[config.mk]
export PLATFORM = sky130hd
export DESIGN_NAME = regwin_bridge
export DESIGN_NICKNAME = d
export VERILOG_FILES = /design/src/rtl/regwin_pkg.sv /design/src/rtl/regwin_decode.sv /design/src/rtl/regwin_engine.sv /design/src/rtl/regwin_bridge.sv
export SDC_FILE = /design/constraint.sdc
export NUM_CORES = 1
export LEC_CHECK = 0
export ABC_AREA = 1
export BUFFER_PORTS_ARGS = -buffer_cell sky130_fd_sc_hd__buf_2
export CORE_MARGIN = 4
export CORE_UTILIZATION = 55
export CTS_CLUSTER_DIAMETER = 100
export DETAILED_ROUTE_END_ITERATION = 7
export GPL_ROUTABILITY_DRIVEN = 0
export GPL_TIMING_DRIVEN = 1
export PLACE_DENSITY = 0.81
export SLEW_MARGIN = 10
export SYNTH_ARGS = -nofsm -noshare
export SYNTH_HDL_FRONTEND = slang
export SYNTH_SLANG_ARGS = --single-unit
[constraint.sdc]
create_clock -name clk -period 4.7 [get_ports clk]
set_clock_uncertainty 0.1 [all_clocks]
set_input_delay 0 -clock clk [delete_from_list [all_inputs] [get_ports clk]]
set_output_delay 0 -clock clk [all_outputs]
set_load 0.01 [all_outputs]
[src/rtl/regwin_pkg.sv]
package regwin_pkg;

  localparam logic [7:0] OFS_HI   = 8'h00;
  localparam logic [7:0] OFS_LO   = 8'h04;
  localparam logic [7:0] OFS_CMD  = 8'h08;
  localparam logic [7:0] OFS_CLR  = 8'h18;
  localparam logic [7:0] OFS_STS  = 8'h1C;
  localparam logic [7:0] OFS_IRQ  = 8'h20;

  localparam int CMD_DIR_BIT = 31;
  localparam int STS_ERR_BIT = 31;
  localparam int STS_BSY_BIT = 0;

  typedef struct packed {
    logic hi;
    logic lo;
    logic cmd;
    logic clr;
    logic sts;
    logic irq;
  } regwin_sel_t;

endpackage

[src/rtl/regwin_decode.sv]
module regwin_decode
  import regwin_pkg::*;
#(
  parameter int HOST_AW = 6
) (
  input  logic [HOST_AW-1:0] addr,
  output regwin_sel_t        sel
);

  logic [7:0] a8;

  always_comb begin
    a8      = 8'(addr);
    sel.hi  = (a8 == OFS_HI);
    sel.lo  = (a8 == OFS_LO);
    sel.cmd = (a8 == OFS_CMD);
    sel.clr = (a8 == OFS_CLR);
    sel.sts = (a8 == OFS_STS);
    sel.irq = (a8 == OFS_IRQ);
  end

endmodule

[src/rtl/regwin_engine.sv]
module regwin_engine #(
  parameter int IB_AW   = 16,
  parameter int TIMEOUT = 64
) (
  input  logic             clk,
  input  logic             rst,
  input  logic             launch,
  input  logic             launch_we,
  input  logic [IB_AW-1:0] launch_addr,
  input  logic [63:0]      launch_data,
  input  logic             abort,
  output logic             busy,
  output logic             done,
  output logic             done_err,
  output logic             done_rd,
  output logic             ib_req,
  output logic             ib_we,
  output logic [IB_AW-1:0] ib_addr,
  output logic [63:0]      ib_wdata,
  input  logic             ib_ack
);

  localparam int CW = $clog2(TIMEOUT + 1);
  localparam logic [CW-1:0] LAST = CW'(TIMEOUT - 1);

  logic [CW-1:0] wait_cnt;
  logic          expired;

  assign busy     = ib_req;
  assign expired  = (wait_cnt == LAST);
  assign done     = ib_req && !abort && (ib_ack || expired);
  assign done_err = !ib_ack;
  assign done_rd  = !ib_we;

  always_ff @(posedge clk) begin
    if (rst) begin
      ib_req   <= 1'b0;
      ib_we    <= 1'b0;
      ib_addr  <= '0;
      ib_wdata <= '0;
      wait_cnt <= '0;
    end else if (abort) begin
      ib_req   <= 1'b0;
      wait_cnt <= '0;
    end else if (launch && !ib_req) begin
      ib_req   <= 1'b1;
      ib_we    <= launch_we;
      ib_addr  <= launch_addr;
      ib_wdata <= launch_data;
      wait_cnt <= '0;
    end else if (done) begin
      ib_req   <= 1'b0;
      wait_cnt <= '0;
    end else if (ib_req) begin
      wait_cnt <= wait_cnt + 1'b1;
    end
  end

endmodule

[src/rtl/regwin_bridge.sv]
module regwin_bridge
  import regwin_pkg::*;
#(
  parameter int HOST_AW = 6,
  parameter int IB_AW   = 16,
  parameter int TIMEOUT = 64
) (
  input  logic               clk,
  input  logic               rst,
  input  logic               host_wr,
  input  logic               host_rd,
  input  logic [HOST_AW-1:0] host_addr,
  input  logic [31:0]        host_wdata,
  output logic [31:0]        host_rdata,
  output logic               ib_req,
  output logic               ib_we,
  output logic [IB_AW-1:0]   ib_addr,
  output logic [63:0]        ib_wdata,
  input  logic               ib_ack,
  input  logic [63:0]        ib_rdata
);

  regwin_sel_t sel;
  logic [31:0] word_hi, word_lo, cmd_q;
  logic        err_q, busy, done, done_err, done_rd;
  logic        wr_cmd, wr_clr, launch, reject;

  regwin_decode #(.HOST_AW(HOST_AW)) u_dec (
    .addr (host_addr),
    .sel  (sel)
  );

  assign wr_cmd = host_wr && sel.cmd;
  assign wr_clr = host_wr && sel.clr;
  assign launch = wr_cmd && !busy;
  assign reject = wr_cmd && busy;

  regwin_engine #(.IB_AW(IB_AW), .TIMEOUT(TIMEOUT)) u_eng (
    .clk         (clk),
    .rst         (rst),
    .launch      (launch),
    .launch_we   (host_wdata[CMD_DIR_BIT]),
    .launch_addr (host_wdata[IB_AW-1:0]),
    .launch_data ({word_hi, word_lo}),
    .abort       (wr_clr),
    .busy        (busy),
    .done        (done),
    .done_err    (done_err),
    .done_rd     (done_rd),
    .ib_req      (ib_req),
    .ib_we       (ib_we),
    .ib_addr     (ib_addr),
    .ib_wdata    (ib_wdata),
    .ib_ack      (ib_ack)
  );

  always_ff @(posedge clk) begin
    if (rst) begin
      word_hi <= '0;
      word_lo <= '0;
      cmd_q   <= '0;
      err_q   <= 1'b0;
    end else begin
      if (done && done_rd) begin
        word_hi <= done_err ? 32'h0 : ib_rdata[63:32];
        word_lo <= done_err ? 32'h0 : ib_rdata[31:0];
      end else begin
        if (host_wr && sel.hi) word_hi <= host_wdata;
        if (host_wr && sel.lo) word_lo <= host_wdata;
      end
      if (launch) cmd_q <= host_wdata;
      if (wr_clr) err_q <= 1'b0;
      else if (reject || (done && done_err)) err_q <= 1'b1;
    end
  end

  always_ff @(posedge clk) begin
    if (rst) begin
      host_rdata <= '0;
    end else if (host_rd) begin
      unique case (1'b1)
        sel.hi:  host_rdata <= word_hi;
        sel.lo:  host_rdata <= word_lo;
        sel.cmd: host_rdata <= cmd_q;
        sel.sts: begin
          host_rdata              <= '0;
          host_rdata[STS_ERR_BIT] <= err_q;
          host_rdata[STS_BSY_BIT] <= busy;
        end
        default: host_rdata <= '0;
      endcase
    end
  end

endmodule

=== Yosys cells after proc, flatten, opt, wreduce, memory -nomap -nowiden ===
Index checks and enable logic that the tools add are counted.

* Word-level logic and storage cells: 50
* Register bits: 218

* Add/subtract/negate cells: 1
* Reductions and logical operators: 24
* Equal/unequal tests: 5
* Mux-type cells: 9
* Bitwise operators: 1

{| class="wikitable"
|+ Operator list
! cell !! number
|-
| 2-to-1 mux 32 bit || 6
|-
| case mux 32 bit (4 select lines) || 1
|-
| == test 6 x 5 -> 1 bit, second input constant || 2
|-
| logical AND 1 bit || 11
|-
| adder 7 x 1 -> 7 bit, second input constant || 1
|-
| == test 7 x 6 -> 1 bit, second input constant || 1
|-
| == test 6 x 3 -> 1 bit, second input constant || 1
|-
| == test 6 x 4 -> 1 bit, second input constant || 1
|-
| zero test 6 bit || 1
|-
| nonzero test 2 bit || 3
|-
| zero test 1 bit || 4
|-
| OR reduction 4 bit || 1
|-
| logical OR 1 bit || 2
|-
| 2-to-1 mux 1 bit || 2
|-
| AND reduction 2 bit || 1
|-
| OR reduction 2 bit || 1
|-
| NOT 1 bit || 1
|}

=== Longest topological paths before layout ===
* Depth after elaboration: 7
* Mapped depth: 13

=== Cells and area by module ===
From an unflattened synthesis, not the netlist that was laid out.

* Cell total of the unflattened synthesis: 1,254
* Area total of the unflattened synthesis: 9,120.0 um^2

{| class="wikitable"
|+ Modules (own cells, without submodules)
! module !! area an instance (um^2) !! seq. area each (um^2) !! cells an instance !! times used
|-
| regwin_bridge || 5,731.7 || 2,582.5 || 816 || 1
|-
| regwin_engine || 3,306.9 || 1,781.7 || 417 || 1
|-
| regwin_decode || 81.3 || 0.0 || 21 || 1
|}

=== Least setup slack after synthesis ===
OpenSTA, ideal clock, no wires.

* Path type: register -> register
* From: reg u_eng.wait_cnt[0]
* To: reg word_lo[10]
* Library setup time: 0.110 ns
* Period minus slack after synthesis: 1.712 ns
* Cell stages (with the launch flop): 14
* Setup slack: 2.988 ns
* Data arrival time: 1.502 ns
* Required time: 4.490 ns
* Path through: dfxtp_1 -> ha_1 -> inv_1 -> nor2_1 -> nand2_1 -> nand2_1 -> nand4_2 -> buf_6 -> buf_6 -> buf_2 -> nand3_1 -> nand3_1 -> nand2_1 -> inv_1

* Word-level cells in the longest chain between the ends: 5
* Elaborated cells on any way between the ends: 6
* Those cells by class: eq/ne (1); mux (1); reduce/logical (4)

{| class="wikitable"
|+ RTL lines
! element !! line !! source
|-
| from (decl) || regwin_engine.sv:26 || <nowiki>logic [CW-1:0] wait_cnt;</nowiki>
|-
| from (signal assigned) || regwin_engine.sv:55 || <nowiki>wait_cnt <= wait_cnt + 1'b1;</nowiki>
|-
| == test 7 x 6 -> 1 bit (*) || regwin_engine.sv:30 || <nowiki>assign expired = (wait_cnt == LAST);</nowiki>
|-
| logical OR 1 bit (*) || regwin_engine.sv:31 || <nowiki>assign done = ib_req && !abort && (ib_ack || expired);</nowiki>
|-
| logical AND 1 bit (*) || regwin_engine.sv:31 ||
|-
| logical AND 1 bit (*) || regwin_bridge.sv:64 || <nowiki>if (done && done_rd) begin</nowiki>
|-
| 2-to-1 mux 32 bit or nonzero test 2 bit (tied branches) || -- ||
|-
| to (signal assigned) || regwin_bridge.sv:66 || <nowiki>word_lo <= done_err ? 32'h0 : ib_rdata[31:0];</nowiki>
|-
| to (signal assigned) || regwin_bridge.sv:69 || <nowiki>if (host_wr && sel.lo) word_lo <= host_wdata;</nowiki>
|-
| to (decl) || regwin_bridge.sv:24 || <nowiki>logic [31:0] word_hi, word_lo, cmd_q;</nowiki>
|}

Every way passes the cells marked *; elsewhere a longest branch is shown, timed or not.
A chain may end at the register's enable or synchronous reset.

=== Final worst setup path ===
* From: reg u_eng.wait_cnt[0]
* To: reg word_lo[13]

The elaborated chain is that of the path after synthesis.

==> flow_summary.ini <==
[cells_and_area]
layout-drive-gt1-share = 0.169
multi_input_area_um2 = 4150
syn2layout_area_growth_pct = 31.8
nets = 1741
final_cell_mix = nor2_1, nand2_1, o21ai_0
fillCellCount = 1208
utilization = 0.742
seq_area_um2 = 4360
final_common_cell = nor2_1

[timing]
drv_slew = 0
worstMarginPinSlew_ns = 1.33
hold_viol = 0
rsz0062_at_grt = false
fin_setup_tns_ns = 0
setup-violations-final = 0
slew_headroom = 0.113
setup_ws_ns = 0.444
hold_slack_ns = 0.0538
min_period_over_period = 0.905
fin_crit_ns = 4.26
fmax_ghz = 0.235

[routing]
viasPerCell = 5.57
wirelength_mm = 31.2
drc = 0
wire_per_inst_um = 16.7
drt_iter0_markers = 958
drtAntennaViolNets = 0
drt-pass1-iter-count = 6
vias = 10400

[clocking]
numCtsBuffers = 22
cts_root_buf = clkbuf_16
path_clk_slew_ns = 0.06
worstSkewPairLatency_ns = 0.51
cts_resized = 0
htreeDepth = 1
clk_path_buf_depth = 3
cts_tree = done
cts_sinks = 218

[place]
place_ws_ns = 1.47
portBuffers = 220
dp_hpwl_mm = 17.1

[global_route]
grt_pass1_wl_mm = 50.5
antenna_found_initial = 1
grt.overflow.total = 0
grt_pass1_vias = 10100
grt_max_degree = 117
grtUsageTotal = 0.311

[synth]
syn_nets = 1469
synth.distinct_cells = 28
yosysWarnings = 0
yosysTopAreaCellShare = 0.466
syn_area_um2 = 9370
synth_top_area_cell = dfxtp_1
ys_seq_area_frac = 0.466
ys.flop_type = dfxtp_1
synth_area_leaders = dfxtp_1, o21ai_0, nor2_1, nand2_1, nand3_1
synth-async-reset-ratio = 0
ys_ff_latch = 218
synth_edf_count = 0
synth_cells = 1361
synth.avg_cell_area_um2 = 6.89

[hold_path]
hold_path_class = in2reg
hold_end = host_rdata[0]$_SDFFE_PP0P_
hp-start = host_addr[2]
min_path_cells = 5

[die]
die_y_um = 139
core_um2 = 16600
initial_utilization = 0.563
rows = 47
die_area_um2 = 19200
ios = 221
fp.dieW_um = 139

[power]
power_leakage_nw = 6.26
p_per_area_nw_per_um2 = 337
peakVddDrop_v = 0.000276
p_total_w = 0.00417

[setup_path]
worstPathArrival_ns = 4.56
cp_common_cell = nand2_1
slowest_stage = nand4_4
reg2reg_to = word_lo[13]$_SDFFE_PP0P_
r2r_slack_ns = 0.44
reg2reg_from = u_eng.wait_cnt[0]$_SDFFE_PP0P_
crit_path_end_kind = register
r2r_cells = 13
worstPathMaxFanout = 76
cp_cell_sequence = ha_1 > inv_1 > nor2_1 > nand2_1 > nand2_1 > nand4_4 > buf_4 > nand3_1 > dlygate4sd3_1 > nand3_1 > dlygate4sd3_1 > nand2_1 > inv_1
cpPeakStageDelay_ns = 0.71
path_class = reg2reg
startpoint_type = register
cp.required_ns = 5.00

[run_status]
run_status = finished clean

[run]
drv_cap = 0
==> through the flow <==
step | cell area (um^2) | cells
global route | 12400 | 1870
global placement | 10400 | 1715
finish | 12400 | 1870
floorplan | 9370 | 1361
detailed placement | 10400 | 1715
CTS | 12400 | 1869
==> logic make-up (layout without fill, tap and decap cells) <==
family          after synthesis  count (layout)  synth area share
buf+inv                     201             489            0.0929
fa+ha+maj                     1               1           0.00133
simple gates                653             653             0.284
compound gates              284             284             0.152
other cells                   0               1                 0
xor+xnor                      4               4           0.00374
flops                       218             218             0.466
==> where the power goes <==
| group | switching (W) | leakage (nW) | internal (W) | total, W |
|---|---|---|---|---|
| Sequential | 0.00000840 | 1.76 | 0.00186 | 0.00187 |
| Combinational | 0.000141 | 4.08 | 0.000115 | 0.000256 |
| Clock | 0.000754 | 0.418 | 0.00129 | 0.00204 |
==> synthesized netlist by cell type (all sizes together) (2+ instances only) <==
| cell type | count |
|---|---|
| nand3 | 86 |
| nand2 | 257 |
| clkbuf | 60 |
| o22ai | 2 |
| xor2 | 2 |
| nor2 | 288 |
| dfxtp | 218 |
| nand4 | 19 |
| a21oi | 40 |
| xnor2 | 2 |
| o21ai | 241 |
| nor3 | 2 |
| inv | 105 |
| buf | 35 |
==> what timing repair did <==
item	4_1_cts	5_1_grt
hold endpoints to repair	144	0
buffers inserted	0	0
setup endpoints to repair	0	0
hold buffers	114	0
==> routing by layer <==
metal | vias up | routed length, um | global-route usage
met3 | 122 | 3060 | 0.0566
met1 | 4781 | 12300 | 0.400
met4 | 0 | 1380 | 0.146
li1 | 4884 | - | -
met5 | - | 0 | 0
met2 | 637 | 14500 | 0.508
==> worst max-delay path: cells and delay by family, from the launching register on <==
kind | cells | cell delay, ns
buf+inv | 5 | 1.81
simple gates | 7 | 1.66
flops | 1 | 0.36
fa+ha+maj | 1 | 0.19
==> sequential cells by signal, indices dropped and copies added, names as in the netlist <==
name and cells:
u_eng.ib_wdata 64, cmd_q 32, host_rdata 32, word_hi 32, word_lo 32, u_eng.ib_addr 16, u_eng.wait_cnt 7, err_q 1
u_eng.busy 1, u_eng.ib_we 1
==> worst max path at each step <==
stage	from	to	slack, ns	cells after the start
after floorplan	u_eng.wait_cnt[0]$_SDFFE_PP0P_	word_lo[10]$_SDFFE_PP0P_	2.99	13
after global placement	u_eng.wait_cnt[0]$_SDFFE_PP0P_	word_hi[19]$_SDFFE_PP0P_	1.60	9
after detailed placement	u_eng.wait_cnt[0]$_SDFFE_PP0P_	word_hi[22]$_SDFFE_PP0P_	1.47	9
after CTS	u_eng.wait_cnt[0]$_SDFFE_PP0P_	word_lo[13]$_SDFFE_PP0P_	0.57	13
after global routing	u_eng.wait_cnt[0]$_SDFFE_PP0P_	word_lo[13]$_SDFFE_PP0P_	0.16	13
final	u_eng.wait_cnt[0]$_SDFFE_PP0P_	word_lo[13]$_SDFFE_PP0P_	0.44	13
==> final cells by class <==
type,instances,share of cell area
clock buffers,31,0.0522
well taps,220,0.0223
clock inverters,9,0.0170
multi-input cells,942,0.336
diodes,1,0.000203
flip-flops and latches,218,0.353
repair buffers,343,0.187
inverters,106,0.0325
Note: power is estimated with default switching activity, not from simulation.
